===== src/rtl/timer_pkg.sv =====
package timer_pkg;
   // Classification of a base count write against the present run state
   typedef enum logic [1:0] {
      WR_NONE  = 2'd0,
      WR_START = 2'd1,
      WR_STOP  = 2'd2,
      WR_KEEP  = 2'd3
   } wr_kind_e;
endpackage


===== src/rtl/tmr_ctrl.sv =====
module tmr_ctrl
   import timer_pkg::*;
#(
   parameter int DATA_W = 32
) (
   input  logic              clk,
   input  logic              rst_n,
   input  logic              wr_en,
   input  logic [DATA_W-1:0] wr_data,
   output logic [DATA_W-1:0] base_q,
   output logic              run_q,
   output wr_kind_e          kind
);
   localparam int FLAG = DATA_W - 1;
   localparam logic [DATA_W-1:0] BASE_RST = {1'b1, {(DATA_W-1){1'b0}}};

   always_comb begin
      if (!wr_en)                          kind = WR_NONE;
      else if (!run_q && !wr_data[FLAG])   kind = WR_START;
      else if (run_q && wr_data[FLAG])     kind = WR_STOP;
      else                                 kind = WR_KEEP;
   end

   always_ff @(posedge clk) begin
      if (!rst_n) begin
         base_q <= BASE_RST;
         run_q  <= 1'b0;
      end else begin
         if (wr_en) base_q <= wr_data;
         if (kind == WR_START)     run_q <= 1'b1;
         else if (kind == WR_STOP) run_q <= 1'b0;
      end
   end

   p_base_wr_r7: assert property (@(posedge clk) disable iff (!rst_n)
      wr_en |=> base_q == $past(wr_data));
   p_start_runs_r2: assert property (@(posedge clk) disable iff (!rst_n)
      (kind == WR_START) |=> run_q);
   p_stop_halts_r3: assert property (@(posedge clk) disable iff (!rst_n)
      (kind == WR_STOP) |=> !run_q);
   p_keep_state_r4: assert property (@(posedge clk) disable iff (!rst_n)
      (kind == WR_KEEP) |=> $stable(run_q));
endmodule


===== src/rtl/tmr_down.sv =====
module tmr_down #(
   parameter int CNT_W = 31
) (
   input  logic             clk,
   input  logic             rst_n,
   input  logic             load_i,
   input  logic [CNT_W-1:0] load_val,
   input  logic             advance_i,
   input  logic [CNT_W-1:0] reload_val,
   output logic [CNT_W-1:0] count_q,
   output logic             expire_o
);
   localparam logic [CNT_W-1:0] ONE = {{(CNT_W-1){1'b0}}, 1'b1};

   assign expire_o = advance_i && (count_q == ONE);

   always_ff @(posedge clk) begin
      if (!rst_n)         count_q <= '0;
      else if (load_i)    count_q <= load_val;
      else if (expire_o)  count_q <= reload_val;
      else if (advance_i) count_q <= count_q - ONE;
   end

   p_step_one_r5: assert property (@(posedge clk) disable iff (!rst_n)
      (advance_i && !load_i && count_q != ONE) |=> count_q == $past(count_q) - ONE);
   p_reload_r6: assert property (@(posedge clk) disable iff (!rst_n)
      (expire_o && !load_i) |=> count_q == $past(reload_val));
   p_hold_r3: assert property (@(posedge clk) disable iff (!rst_n)
      (!load_i && !advance_i) |=> $stable(count_q));
   p_load_r2: assert property (@(posedge clk) disable iff (!rst_n)
      load_i |=> count_q == $past(load_val));
endmodule


===== src/rtl/tmr_irq_stage.sv =====
module tmr_irq_stage #(
   parameter bit REGISTERED = 1'b1
) (
   input  logic clk,
   input  logic rst_n,
   input  logic expire_i,
   output logic irq_o
);
   generate
      if (REGISTERED) begin : g_reg
         logic irq_q;
         always_ff @(posedge clk) begin
            if (!rst_n) irq_q <= 1'b0;
            else        irq_q <= expire_i;
         end
         assign irq_o = irq_q;
      end else begin : g_comb
         assign irq_o = expire_i;
      end
   endgenerate
endmodule


===== src/rtl/inhibit_reload_timer.sv =====
module inhibit_reload_timer
   import timer_pkg::*;
#(
   parameter int DATA_W         = 32,
   parameter bit IRQ_REGISTERED = 1'b1
) (
   input  logic              clk,
   input  logic              rst_n,
   input  logic              wr_en,
   input  logic [DATA_W-1:0] wr_data,
   input  logic              tick,
   output logic [DATA_W-1:0] base_rd,
   output logic [DATA_W-2:0] cur_rd,
   output logic              irq
);
   localparam int CNT_W = DATA_W - 1;

   generate
      if (DATA_W < 2) begin : g_bad_width
         $error("inhibit_reload_timer: DATA_W must be at least 2");
      end
   endgenerate

   wr_kind_e         kind;
   logic             run_q;
   logic [DATA_W-1:0] base_q;
   logic             load;
   logic             advance;
   logic             expire;
   logic [CNT_W-1:0] reload_val;
   logic [CNT_W-1:0] count_q;

   tmr_ctrl #(.DATA_W(DATA_W)) u_ctrl (
      .clk     (clk),
      .rst_n   (rst_n),
      .wr_en   (wr_en),
      .wr_data (wr_data),
      .base_q  (base_q),
      .run_q   (run_q),
      .kind    (kind)
   );

   // Start and stop writes take the cycle; a same-state write lets the count move on.
   assign load       = (kind == WR_START);
   assign advance    = run_q && tick && (kind != WR_STOP) && (kind != WR_START);
   assign reload_val = (kind == WR_KEEP) ? wr_data[CNT_W-1:0] : base_q[CNT_W-1:0];

   tmr_down #(.CNT_W(CNT_W)) u_down (
      .clk        (clk),
      .rst_n      (rst_n),
      .load_i     (load),
      .load_val   (wr_data[CNT_W-1:0]),
      .advance_i  (advance),
      .reload_val (reload_val),
      .count_q    (count_q),
      .expire_o   (expire)
   );

   tmr_irq_stage #(.REGISTERED(IRQ_REGISTERED)) u_irq (
      .clk      (clk),
      .rst_n    (rst_n),
      .expire_i (expire),
      .irq_o    (irq)
   );

   assign base_rd = base_q;
   assign cur_rd  = count_q;

   p_frozen_r3: assert property (@(posedge clk) disable iff (!rst_n)
      (!run_q && kind != WR_START) |=> $stable(cur_rd));
   p_tick_blocked_r9: assert property (@(posedge clk) disable iff (!rst_n)
      (kind == WR_STOP) |=> cur_rd == $past(cur_rd));

   generate
      if (IRQ_REGISTERED) begin : g_chk_reg
         p_irq_running_r6: assert property (@(posedge clk) disable iff (!rst_n)
            irq |-> $past(run_q && tick));
         p_irq_reload_r6: assert property (@(posedge clk) disable iff (!rst_n)
            irq |-> cur_rd == $past(reload_val));
      end
   endgenerate
endmodule


===== config.mk =====
export PLATFORM = sky130hd
export DESIGN_NAME = inhibit_reload_timer
export DESIGN_NICKNAME = d
export VERILOG_FILES = /design/src/rtl/timer_pkg.sv /design/src/rtl/tmr_ctrl.sv /design/src/rtl/tmr_down.sv /design/src/rtl/tmr_irq_stage.sv /design/src/rtl/inhibit_reload_timer.sv
export SDC_FILE = /design/constraint.sdc
export NUM_CORES = 1
export LEC_CHECK = 0
export CELL_PAD_IN_SITES_DETAIL_PLACEMENT = 1
export CELL_PAD_IN_SITES_GLOBAL_PLACEMENT = 2
export CORE_ASPECT_RATIO = 1.2
export CORE_MARGIN = 4
export CORE_UTILIZATION = 37
export DETAILED_ROUTE_END_ITERATION = 10
export DONT_BUFFER_PORTS = 1
export MAX_ROUTING_LAYER = met4
export PLACE_DENSITY = 0.9
export SYNTH_ARGS = -nofsm -noshare
export SYNTH_HDL_FRONTEND = slang
export SYNTH_SLANG_ARGS = --single-unit

===== constraint.sdc =====
create_clock -name clk -period 4.7 [get_ports clk]
set_clock_uncertainty 0.05 [all_clocks]
set_input_delay 0.94 -clock clk [delete_from_list [all_inputs] [get_ports clk]]
set_output_delay 0.94 -clock clk [all_outputs]
set_load 0.05 [all_outputs]

=== Word-level counts from Yosys, hierarchy flattened ===
Cells that the tools add are included.

* Memory bits (writable): 0
* Register bits after elaboration: 65
* Memories: 0
* Output and inout port bits: 64
* Bits in latches: 0
* Bits in read-only memories: 0

* Mux-type cells: 9
* Divide/modulo/power cells: 0
* Order comparisons: 0
* Reduce and logical (&&, ||, !) cells: 10
* Eq/ne operators: 6
* Shift operators: 0
* $mul: 0
* Bitwise operators: 0
* Add/subtract/negate cells: 1

{| class="wikitable"
|+ Operator list
! kind !! count
|-
| 31-bit two-way mux || 4
|-
| 31-bit by 1-bit == test with 1-bit output (second input constant) || 1
|-
| 31-bit by 1-bit subtractor with 31-bit output (second input constant) || 1
|-
| 1-bit logical AND || 6
|-
| 2-bit == test (second input constant) || 2
|-
| 2-bit two-way mux || 2
|-
| 1-bit two-way mux || 3
|-
| 3-bit nonzero test || 1
|-
| 2-bit by 1-bit == test with 1-bit output (second input constant) || 1
|-
| 1-bit logical NOT || 2
|-
| 2-bit by 1-bit inequality test with 1-bit output (second input constant) || 1
|-
| 2-bit inequality test (second input constant) || 1
|-
| 2-bit nonzero test || 1
|}

=== Logic depth before layout (Yosys ltp) ===
* Depth after elaboration: 10
* Gate-level depth with buffers: 13

=== Cells and area by module ===
From an unflattened synthesis, not the netlist that was laid out.

* Cell total of the unflattened synthesis: 475
* Area, all modules: 4,284.1 um2

{| class="wikitable"
|+ Modules (own cells, without submodules)
! module !! sequential area each (um2) !! cells an instance !! instances !! area each (um2)
|-
| tmr_down || 620.6 || 324 || 1 || 2,423.6
|-
| tmr_ctrl || 660.6 || 110 || 1 || 1,306.3
|-
| inhibit_reload_timer || 0.0 || 39 || 1 || 528.0
|-
| tmr_irq_stage || 20.0 || 2 || 1 || 26.3
|}

=== Worst setup path before layout ===
Ideal clock, no wire load.

* Path type: input to register
* Start: input port wr_en
* End: register u_down.count_q[11]
* Path slack: 969 ps
* Cell stages on the path: 12
* Arrival: 3,563 ps
* Setup time: 117 ps
* Path buffers: 5
* Path through: clkbuf_1 -> clkbuf_1 -> o21ai_0 -> ha_1 -> clkbuf_1 -> nor4bb_1 -> and4_1 -> and3_1 -> buf_4 -> buf_6 -> nand2_1 -> a32o_1

{| class="wikitable"
|+ RTL lines
! element !! RTL line !! text
|-
| start, declared || inhibit_reload_timer.sv:9 || <nowiki>input logic wr_en,</nowiki>
|-
| 2-bit two-way mux (*) || tmr_ctrl.sv:18 || <nowiki>if (!wr_en) kind = WR_NONE;</nowiki>
|-
| 2-bit by 1-bit == test with 1-bit output (*) || inhibit_reload_timer.sv:44 || <nowiki>assign load = (kind == WR_START);</nowiki>
|-
| via load || inhibit_reload_timer.sv:27 || <nowiki>logic load;</nowiki>
|-
| 3-bit nonzero test (no source line) or 31-bit two-way mux (tied branches) || -- ||
|-
| end signal, assigned || tmr_down.sv:19 || <nowiki>else if (load_i) count_q <= load_val;</nowiki>
|-
| end signal, assigned || tmr_down.sv:20 || <nowiki>else if (expire_o) count_q <= reload_val;</nowiki>
|-
| end signal, assigned || tmr_down.sv:21 || <nowiki>else if (advance_i) count_q <= count_q - ONE;</nowiki>
|-
| end, declared || tmr_down.sv:10 || <nowiki>output logic [CNT_W-1:0] count_q,</nowiki>
|}

The timed path passes the listed nets; every way through them passes the cells marked *.
A chain may end at the register's enable or synchronous reset.

=== Worst setup path after layout ===
* Start: input port wr_data[31]
* End: register u_down.count_q[0]

* Longest elaborated chain between the ends: 10

{| class="wikitable"
|+ RTL lines
! element !! RTL line !! text
|-
| start, declared || inhibit_reload_timer.sv:10 || <nowiki>input logic [DATA_W-1:0] wr_data,</nowiki>
|-
| 1-bit logical AND or 1-bit logical NOT (tied branches) || tmr_ctrl.sv:20, tmr_ctrl.sv:19 ||
|-
| 1-bit two-way mux or 1-bit logical AND (tied branches) || tmr_ctrl.sv:20, tmr_ctrl.sv:19 ||
|-
| 2-bit two-way mux (*) || tmr_ctrl.sv:19 || <nowiki>else if (!run_q && !wr_data[FLAG]) kind = WR_START;</nowiki>
|-
| 2-bit two-way mux (*) || tmr_ctrl.sv:18 ||
|-
| 2-bit inequality test || inhibit_reload_timer.sv:45 || <nowiki>assign advance = run_q && tick && (kind != WR_STOP) && (kind != WR_START);</nowiki>
|-
| 1-bit logical AND (2 in a row) || inhibit_reload_timer.sv:45 ||
|-
| 1-bit logical AND || tmr_down.sv:15 || <nowiki>assign expire_o = advance_i && (count_q == ONE);</nowiki>
|-
| 31-bit two-way mux || tmr_down.sv:20 ||
|-
| 31-bit two-way mux || tmr_down.sv:19 ||
|}

Every way passes the cells marked *; elsewhere a longest branch is shown, timed or not.

==> reports/results.txt <==
outcome -> complete, no violations
Final Max Slew Viols -> 0
Netlist cell types -> 48
Critical Path, Cell by Cell -> o21ai_0 -> inv_1 -> ha_1 -> nor4bb_1 -> and4_1 -> and3_1 -> nand2_1 -> a32o_1
CTS clk-pin slew, worst paths -> 60 ps
Hold WC Path Type -> register to register
clock root cell -> clkbuf_16
share of cells above drive strength 1 -> 0.0832
PD cells -> 413 nW/um2
Die H -> 122 um
clk_lat worst skew -> 340 ps
commonest non-fill, non-tap cells in the layout -> 102 x nand2_1, 65 x dfxtp_1, 51 x mux2i_1
final HPWL from detailed placement -> 8060 um
DR DRC count -> 0
fin nets -> 505
worst IR drop on VDD -> 0.000214 V
worst setup margin -> 1500 ps
WP data required -> 4880 ps
post_cts resized -> 0
reg-to-reg setup timing slack -> 1630 ps
Crit-path slowest cell -> and3_1
pre-CTS setup slack -> 1110 ps
number of diodes -> 0
Setup TNS -> 0 ps
Ys Warns -> 0
CP endpoint kind -> register
vias in the first global route -> 3,702
met3 global-route usage -> 0.0648
flops & latches, synth -> 65
final hold viol count -> 0
WS Path Type -> input port to register
fillers -> 1,263
setup-violating endpoint count in the final report -> 0
period utilisation layout -> 0.681
Buffers on Ports -> 0
Critical Path Max Stage Delay -> 710 ps
sequential area share after synthesis -> 0.323
Slew @ Worst Pin -> 951 ps
vias per cell -> 5.81
Post-CTS Setup Inserts -> 0
Avg WL per Cell -> 19.9 um
Starting Density -> 0.381
Hold Path End -> u_ctrl.run_q
clock sink total -> 65
Pleak -> 1.64 nW
DR pass1 iterations -> 4
TritonCTS clock tree -> done
total CTS buffers -> 9
num ports -> 100
clk buf depth -> 2
RR Startpoint -> u_down.count_q[0]
Hold Crit Start -> u_ctrl.run_q
Core Region -> 10,600 um2
Post-DRT Antenna Nets -> 0
capture point of the worst reg-to-reg path -> u_down.count_q[0]
Cells after Synth -> 487
Main synth FF type -> dfxtp_1
met1 global-route usage -> 0.223
grt total ovfl -> 0
hold depth -> 2
Worst Reg-to-Reg Cells -> 6
Max FO, Critical Path -> 19
largest net degree at the start of global routing -> 67
die area -> 12,600 um2
final wirelength -> 11,900 um
htree depth -> 3
max_cap viols -> 0
EDFF count, synth -> 0
die width -> 103 um
area grow syn2layout -> 8.98%
Avg Cell Area, Syn -> 8.27 um2
ys async rst share -> 0
minimum clock period -> 3200 ps
syn nets -> 528
Worst Setup Start Kind -> input port
synthesized cell area -> 4030 um2
starting DRC count in detailed routing -> 113
most common cell after layout, fill and taps aside -> nand2_1
Vias -> 3,477
fmax -> 0.312 GHz
placed cell area -> 4060 um2
final instance area -> 4390 um2
Slew HR -> 0.366
first-pass GRT wire length -> 19,000 um
grt peak-use layer -> met2
antenna violations before repair -> 0
routability congestion estimate -> 0.842
Critical Path AT -> 3380 ps
Site Rows -> 41
Global Route met2 Usage -> 0.328
RSZ-0062 raised after global routing -> false
gr usage total -> 0.199
hold_buf cts -> 0
## metal layers
layer	vias up	wire length, um
met1	1677	4960
met4	0	185
met2	92	5790
met5	-	0
li1	1696	-
met3	12	936
## flip-flops by register name, summed over array words and instances (netlist names)
signal / count
u_irq.irq_o: 1
u_ctrl.base_q: 32
u_down.count_q: 31
u_ctrl.run_q: 1
## power by group
part / switching, W / internal [W]
registers: 0.000182 / 0.000588
clock network: 0.000246 / 0.000494
logic: 0.000166 / 0.000136
## cells in the mapped netlist (all sizes together) (11+ instances only)
| library cell | instances | area share |
|---|---|---|
| mux2i | 51 | 0.13 |
| a32o | 17 | 0.042 |
| nand2 | 102 | 0.095 |
| nor4 | 12 | 0.029 |
| dfxtp | 65 | 0.32 |
| nor2b | 33 | 0.051 |
| a32oi | 11 | 0.024 |
| mux2 | 13 | 0.036 |
| xnor2 | 18 | 0.039 |
| nor3 | 13 | 0.016 |
| clkbuf | 31 | 0.029 |
| o21ai | 48 | 0.060 |
## critical path, delay by kind of cell
family                     cells  cell delay (ps)
buffers and inverters          1              100
AOI/OAI and AO/OA              2              520
adders and majority gates      1              200
and+or+nand+nor                4             1610
## logic make-up after synthesis
logic type	share of synthesized area
XOR/XNOR	0.0522
AND/OR/NAND/NOR	0.255
buffers and inverters	0.0441
multiplexers	0.163
AO/OA/AOI/OAI	0.147
adder cells (fa/ha/maj)	0.0155
flip-flops	0.323
## how the worst max path moves through the flow
stage | end | slack (ps) | start
finish | u_down.count_q[0] | 1500 | wr_data[31]
global route | u_down.count_q[12] | 1100 | wr_data[31]
CTS | u_down.count_q[0] | 1470 | wr_data[31]
detailed placement | u_down.count_q[0] | 1110 | wr_data[31]
global placement | u_down.count_q[14] | 1240 | wr_data[31]
floorplan | u_down.count_q[11] | 970 | wr_en
## area by class of cell
| cell class | instances | area (um2) | area share |
|---|---|---|---|
| Multi-Input combinational cell | 379 | 2550 | 0.582 |
| Sequential cell | 65 | 1300 | 0.297 |
| Clock buffer | 14 | 264 | 0.0602 |
| Tap cell | 129 | 161 | 0.0368 |
| Clock inverter | 2 | 60.1 | 0.0137 |
| Timing Repair Buffer | 4 | 30.0 | 0.00684 |
| Inverter | 5 | 18.8 | 0.00428 |
## per-stage QoR
step                hold slack (ps)  std cells  total power [W]  utilization
CTS                             529        598          0.00184        0.415
finish                          527        598          0.00181        0.415
floorplan                       482        487          0.00102            -
detailed placement              521        582          0.00109        0.385
global route                    578        598          0.00191        0.415
global placement                503        582          0.00107        0.385
No activity file was read; power rests on OpenSTA's default activity.
